File: src/rtl/bsu_pkg.sv
package bsu_pkg;

    localparam int PC_W   = 16;
    localparam int OFS_W  = 12;
    localparam int DATA_W = 8;
    localparam int FLAG_W = 8;

    // status bit positions; the flag index decodes against these
    localparam int FL_C = 0;
    localparam int FL_Z = 1;
    localparam int FL_N = 2;
    localparam int FL_V = 3;
    localparam int FL_S = 4;
    localparam int FL_H = 5;
    localparam int FL_T = 6;
    localparam int FL_I = 7;

    typedef enum logic [3:0] {
        OP_JREL  = 4'd0,
        OP_JIND  = 4'd1,
        OP_BFSET = 4'd2,
        OP_BFCLR = 4'd3,
        OP_BSGE  = 4'd4,
        OP_BSLT  = 4'd5,
        OP_BUHS  = 4'd6,
        OP_BULO  = 4'd7,
        OP_SKEQ  = 4'd8,
        OP_SKRBC = 4'd9,
        OP_SKRBS = 4'd10,
        OP_SKIOC = 4'd11,
        OP_SKIOS = 4'd12,
        OP_RSV13 = 4'd13,
        OP_RSV14 = 4'd14,
        OP_RSV15 = 4'd15
    } op_e;

    // how the next address is formed
    typedef enum logic [2:0] {
        RT_SEQ   = 3'd0,   // pc + 1
        RT_REL   = 3'd1,   // pc + sext(k) + 1
        RT_IND   = 3'd2,   // pointer
        RT_SKIP1 = 3'd3,   // pc + 2
        RT_SKIP2 = 3'd4    // pc + 3
    } route_e;

    typedef struct packed {
        route_e     route;
        logic       taken;
        logic [1:0] cycles;
    } verdict_t;

    function automatic logic [1:0] route_cost(input route_e r);
        case (r)
            RT_SEQ:   route_cost = 2'd1;
            RT_SKIP2: route_cost = 2'd3;
            default:  route_cost = 2'd2;
        endcase
    endfunction

    function automatic logic is_cond_branch(input op_e o);
        is_cond_branch = (o >= OP_BFSET) && (o <= OP_BULO);
    endfunction

    function automatic logic is_skip(input op_e o);
        is_skip = (o >= OP_SKEQ) && (o <= OP_SKIOS);
    endfunction

endpackage

File: src/rtl/bsu_cond.sv
module bsu_cond
    import bsu_pkg::*;
#(
    parameter int DW = DATA_W,
    parameter int FW = FLAG_W,
    localparam int BSEL_W = $clog2(DW),
    localparam int FSEL_W = $clog2(FW)
) (
    input  op_e               op,
    input  logic [FW-1:0]     status,
    input  logic [FSEL_W-1:0] flag_sel,
    input  logic [DW-1:0]     opnd_a,
    input  logic [DW-1:0]     opnd_b,
    input  logic [BSEL_W-1:0] bit_sel,
    input  logic [DW-1:0]     io_byte,
    input  logic              next_long,
    output verdict_t          verdict
);

    logic sel_flag;
    logic signed_lt;
    logic carry;
    logic reg_bit;
    logic io_bit;
    logic cond_hit;
    route_e route;

    always_comb begin
        sel_flag  = status[flag_sel];
        signed_lt = status[FL_N] ^ status[FL_V];
        carry     = status[FL_C];
        reg_bit   = opnd_a[bit_sel];
        io_bit    = io_byte[bit_sel];
    end

    always_comb begin
        case (op)
            OP_BFSET: cond_hit = sel_flag;
            OP_BFCLR: cond_hit = ~sel_flag;
            OP_BSGE:  cond_hit = ~signed_lt;
            OP_BSLT:  cond_hit = signed_lt;
            OP_BUHS:  cond_hit = ~carry;
            OP_BULO:  cond_hit = carry;
            OP_SKEQ:  cond_hit = (opnd_a == opnd_b);
            OP_SKRBC: cond_hit = ~reg_bit;
            OP_SKRBS: cond_hit = reg_bit;
            OP_SKIOC: cond_hit = ~io_bit;
            OP_SKIOS: cond_hit = io_bit;
            default:  cond_hit = 1'b0;
        endcase
    end

    always_comb begin
        route = RT_SEQ;
        if (op == OP_JREL) begin
            route = RT_REL;
        end else if (op == OP_JIND) begin
            route = RT_IND;
        end else if (is_cond_branch(op) && cond_hit) begin
            route = RT_REL;
        end else if (is_skip(op) && cond_hit) begin
            route = next_long ? RT_SKIP2 : RT_SKIP1;
        end
    end

    always_comb begin
        verdict.route  = route;
        verdict.taken  = (route != RT_SEQ);
        verdict.cycles = route_cost(route);
    end

endmodule

File: src/rtl/bsu_target.sv
module bsu_target
    import bsu_pkg::*;
#(
    parameter int PW = PC_W,
    parameter int OW = OFS_W
) (
    input  route_e        route,
    input  logic [PW-1:0] cur_pc,
    input  logic [OW-1:0] offset,
    input  logic [PW-1:0] zptr,
    output logic [PW-1:0] next_pc
);

    localparam int EXT_W = PW - OW;

    logic [PW-1:0] ofs_ext;
    logic [PW-1:0] step;

    generate
        if (EXT_W > 0) begin : g_extend
            assign ofs_ext = {{EXT_W{offset[OW-1]}}, offset};
        end else begin : g_trim
            assign ofs_ext = offset[PW-1:0];
        end
    endgenerate

    always_comb begin
        case (route)
            RT_REL:   step = ofs_ext + PW'(1);
            RT_SKIP1: step = PW'(2);
            RT_SKIP2: step = PW'(3);
            default:  step = PW'(1);
        endcase
    end

    always_comb begin
        if (route == RT_IND) next_pc = zptr;
        else                 next_pc = cur_pc + step;
    end

endmodule

File: src/rtl/bsu_top.sv
module bsu_top
    import bsu_pkg::*;
#(
    parameter int PW = PC_W,
    parameter int OW = OFS_W,
    parameter int DW = DATA_W,
    parameter int FW = FLAG_W,
    localparam int BSEL_W = $clog2(DW),
    localparam int FSEL_W = $clog2(FW)
) (
    input  logic              clk,
    input  logic              rst,
    input  logic              req_valid,
    input  logic [3:0]        op,
    input  logic [PW-1:0]     cur_pc,
    input  logic [OW-1:0]     offset,
    input  logic [FW-1:0]     status,
    input  logic [FSEL_W-1:0] flag_sel,
    input  logic [DW-1:0]     opnd_a,
    input  logic [DW-1:0]     opnd_b,
    input  logic [BSEL_W-1:0] bit_sel,
    input  logic [DW-1:0]     io_byte,
    input  logic              next_long,
    input  logic [PW-1:0]     zptr,
    output logic              rsp_valid,
    output logic [PW-1:0]     next_pc,
    output logic              taken,
    output logic [1:0]        cycles
);

    op_e           op_in;
    verdict_t      verdict;
    logic [PW-1:0] target;

    assign op_in = op_e'(op);

    bsu_cond #(.DW(DW), .FW(FW)) u_cond (
        .op        (op_in),
        .status    (status),
        .flag_sel  (flag_sel),
        .opnd_a    (opnd_a),
        .opnd_b    (opnd_b),
        .bit_sel   (bit_sel),
        .io_byte   (io_byte),
        .next_long (next_long),
        .verdict   (verdict)
    );

    bsu_target #(.PW(PW), .OW(OW)) u_target (
        .route   (verdict.route),
        .cur_pc  (cur_pc),
        .offset  (offset),
        .zptr    (zptr),
        .next_pc (target)
    );

    always_ff @(posedge clk) begin
        if (rst) begin
            rsp_valid <= 1'b0;
            next_pc   <= '0;
            taken     <= 1'b0;
            cycles    <= 2'd0;
        end else begin
            rsp_valid <= req_valid;
            if (req_valid) begin
                next_pc <= target;
                taken   <= verdict.taken;
                cycles  <= verdict.cycles;
            end
        end
    end

    a_r1_answer_follows: assert property (@(posedge clk) disable iff (rst)
        req_valid |=> rsp_valid);

    a_r1_idle_follows: assert property (@(posedge clk) disable iff (rst)
        !req_valid |=> !rsp_valid);

    a_r2_jump_always: assert property (@(posedge clk) disable iff (rst)
        (req_valid && op == OP_JREL) |=> (taken && cycles == 2'd2));

    a_r3_pointer_load: assert property (@(posedge clk) disable iff (rst)
        (req_valid && op == OP_JIND) |=> (taken && next_pc == $past(zptr) && cycles == 2'd2));

    a_r7_fallthrough: assert property (@(posedge clk) disable iff (rst)
        (req_valid && op != OP_JIND) |=> (taken || next_pc == $past(cur_pc) + PW'(1)));

    a_r10_cost_matches: assert property (@(posedge clk) disable iff (rst)
        rsp_valid |-> (taken ? (cycles == 2'd2 || cycles == 2'd3) : (cycles == 2'd1)));

    a_r10_long_skip: assert property (@(posedge clk) disable iff (rst)
        (rsp_valid && cycles == 2'd3) |-> (next_pc == $past(cur_pc) + PW'(3)));

    a_r11_reserved_idle: assert property (@(posedge clk) disable iff (rst)
        (req_valid && op >= OP_RSV13) |=> (!taken && cycles == 2'd1));

endmodule

File: config.mk
export PLATFORM = sky130hd
export DESIGN_NAME = bsu_top
export DESIGN_NICKNAME = d
export VERILOG_FILES = /design/src/rtl/bsu_pkg.sv /design/src/rtl/bsu_cond.sv /design/src/rtl/bsu_target.sv /design/src/rtl/bsu_top.sv
export SDC_FILE = /design/constraint.sdc
export NUM_CORES = 1
export LEC_CHECK = 0
export ABC_AREA = 1
export BUFFER_PORTS_ARGS = -buffer_cell sky130_fd_sc_hd__buf_2
export CAP_MARGIN = 30
export CORE_MARGIN = 3
export CORE_UTILIZATION = 46
export CTS_BUF_LIST = sky130_fd_sc_hd__clkbuf_4
export DETAILED_ROUTE_END_ITERATION = 8
export PLACE_DENSITY = 0.76
export SLEW_MARGIN = 10
export SYNTH_ARGS = -nofsm -noshare
export SYNTH_HDL_FRONTEND = slang
export SYNTH_HIERARCHICAL = 1
export SYNTH_SLANG_ARGS = --single-unit
File: constraint.sdc
create_clock -name clk -period 4.1 [get_ports clk]
set_input_delay 0.82 -clock clk [delete_from_list [all_inputs] [get_ports clk]]
set_output_delay 0.82 -clock clk [all_outputs]
set_load 0.01 [all_outputs]
==> impl_metrics.env <==
export IMPL_status="completed"
export IMPL_worstMarginPinSlew_ps=625
export IMPL_ys_seq_area_frac=0.137
export IMPL_core_area_mm2=0.00603
export IMPL_std_cell_rows=28
export IMPL_end_kind="flip-flop"
export IMPL_period_share=0.905
export IMPL_nets=769
export IMPL_antenna_found_initial=0
export IMPL_worstHoldPathType="reg -> reg"
export IMPL_syn_to_final_growth_pct=20.7
export IMPL_cp_start_kind="input port"
export IMPL_async_flop_share=0
export IMPL_grt_max_degree=40
export IMPL_first_global_vias=3281
export IMPL_synth_area_mux_share=0
export IMPL_yosys_top_cells_area="nand2_1, dfxtp_1, inv_1, nor2_1, ha_1"
export IMPL_rsz0062_at_grt="false"
export IMPL_hold_violations=0
export IMPL_clock_latency_ps=290
export IMPL_clock_skew_final_ps=0
export IMPL_gp_congestion=0.918
export IMPL_max_slew_margin=0.584
export IMPL_yosys_top_cells_count="nand2_1, inv_1, nor2_1, nand3_1, dfxtp_1"
export IMPL_yosys_area_share_simple=0.540
export IMPL_timing_setup_tns_ps=0
export IMPL_clkTransAtPathRegs_ps=110
export IMPL_clk_path_buf_depth=2
export IMPL_synth_fp_nets=664
export IMPL_cp_slowest_cell="fa_1"
export IMPL_dpl_cell_area_mm2=0.00349
export IMPL_slew_viol_final=0
export IMPL_synth_area_leader_cell="nand2_1"
export IMPL_io_pins=110
export IMPL_critical_path_arrival_ps=3910
export IMPL_hold_ws_ps=472
export IMPL_grt_use_total=0.203
export IMPL_cp_max_fo=12
export IMPL_vias_per_cell=4.77
export IMPL_dr_pass1_iters=6
export IMPL_vias=3501
export IMPL_dp_hpwl_um=6380
export IMPL_cts_root_buf="clkbuf_4"
export IMPL_cap_viol_max_count=0
export IMPL_syn_avg_cell_area_um2=5.24
export IMPL_syn_inst=556
export IMPL_setup_ws_ps=388
export IMPL_die_height_um=85.6
export IMPL_start_util=0.484
export IMPL_die_x_um=85.6
export IMPL_synthAdderAreaFrac=0.0799
export IMPL_synth_flop_cell="dfxtp_1"
export IMPL_yosys_warnings=6
export IMPL_place_ws_ps=-53.4
export IMPL_ys_types=34
export IMPL_die_area_mm2=0.00733
export IMPL_synthXorXnorAreaFrac=0.0301
export IMPL_cts_tree="built"
export IMPL_drt_iter0_markers=95
export IMPL_synth_area_mm2=0.00291
export IMPL_max_stage_delay_ps=420
export IMPL_insertedDiodeCount=0
export IMPL_grt_pass1_wl_um=12700
export IMPL_leakagePower_uw=0.00224
export IMPL_stdcell_area_mm2=0.00352
export IMPL_finalSetupViolCount=0
export IMPL_cts_hold_buf=0
export IMPL_synth_top_family_by_area="simple AND/OR/NAND/NOR gates"
export IMPL_totalWireLength_um=7400
export IMPL_overflow=0
export IMPL_cts_max_level=1
export IMPL_cts_buffers=3
export IMPL_crit_type="in -> reg"
export IMPL_synth_most_common_cell="nand2_1"
export IMPL_drcViolationCount=0
export IMPL_numClockSinks=20
export IMPL_port_buffers=109
export IMPL_drive_above_1_share=0.212
export IMPL_fmax_mhz=269
export IMPL_ant_nets=0
export IMPL_synth_top_area_share=0.263
export IMPL_crit_required_ps=4290
export IMPL_routedWlPerCell_um=10.1
export IMPL_min_period_ps=3710
export IMPL_synth_edf_count=0
export IMPL_post_route_util=0.584
export IMPL_vdd_drop_max_uv=164
export IMPL_synth_seq_cells=20
export IMPL_crit_top_cell="nand2_1"
export IMPL_power_density_mw_per_mm2=222
export IMPL_synth_compound_area_frac=0.0588
path summary, 6_finish.rpt:
| path | start | to | slack (ps) | depth (start not counted) |
|---|---|---|---|---|
| setup / recovery | bit_sel[0] | next_pc[8] | 390 | 31 |
| setup reg to reg | next_pc[15] | next_pc[15] | 3500 | 2 |
| hold / removal | next_pc[0] | next_pc[0] | 470 | 2 |
| hold reg to reg | next_pc[0] | next_pc[0] | 470 | 2 |
kinds of logic (layout without fill, tap and decap cells):
family,after synthesis,after routing
AOI/OAI and AO/OA,32,32
xor gates and xnor gates,10,10
adders and majority gates,18,18
buffers and inverters,110,213
DFF,20,20
and+or+nand+nor,366,366
sequential cells by signal, indices dropped and copies added, names as in the netlist:
| signal | cells |
|---|---|
| next_pc | 16 |
| cycles | 2 |
| rsp_valid | 1 |
| taken | 1 |
layer usage:
metal  share of wire  track usage  up-vias
li1                -            -     1897
met1            0.40        0.221     1502
met2            0.52        0.399       96
met3           0.069       0.0471        6
met4          0.0062       0.0360        0
met5               0            0        -
cell type report:
cell class / instances / area (um^2)
Clock buffer: 3 / 22.5
Fill cell: 652 / 2510
Inverter: 100 / 375
Multi-Input combinational cell: 426 / 2070
Sequential cell: 20 / 400
Tap cell: 75 / 93.8
Timing Repair Buffer: 110 / 556
cells in the final DEF (no fill, tap or decap), types with 5 or more instances in the layout:
cell,n
dfxtp_1,20
inv_2,7
o21ai_0,5
inv_1,93
ha_1,17
nor2_1,82
xnor2_1,6
buf_2,108
nand2_1,204
nand3b_1,5
nor3_1,5
a21oi_1,18
nand3_1,38
through the flow:
step / total power [uW] / std cells
floorplan: 563 / 556
global placement: 688 / 731
detailed placement: 697 / 731
CTS: 787 / 734
global route: 875 / 734
finish: 782 / 734
power by group:
| part | switching [uW] | internal (uW) |
|---|---|---|
| logic | 280 | 186 |
| registers | 10.2 | 216 |
| clock network | 55.2 | 34.2 |
timing repair:
action / CTS / global route
gates resized for setup: 0 / 5
setup endpoints to repair: 0 / 6
setup buffers: 0 / 0
worst max-delay path, delay by kind of cell:
kind | cells | cell delay [ps]
and+or+nand+nor | 20 | 1600
buffers and inverters | 7 | 730
AOI/OAI and AO/OA | 3 | 340
adders and majority gates | 1 | 420
Note: power is estimated with default switching activity, not from simulation.
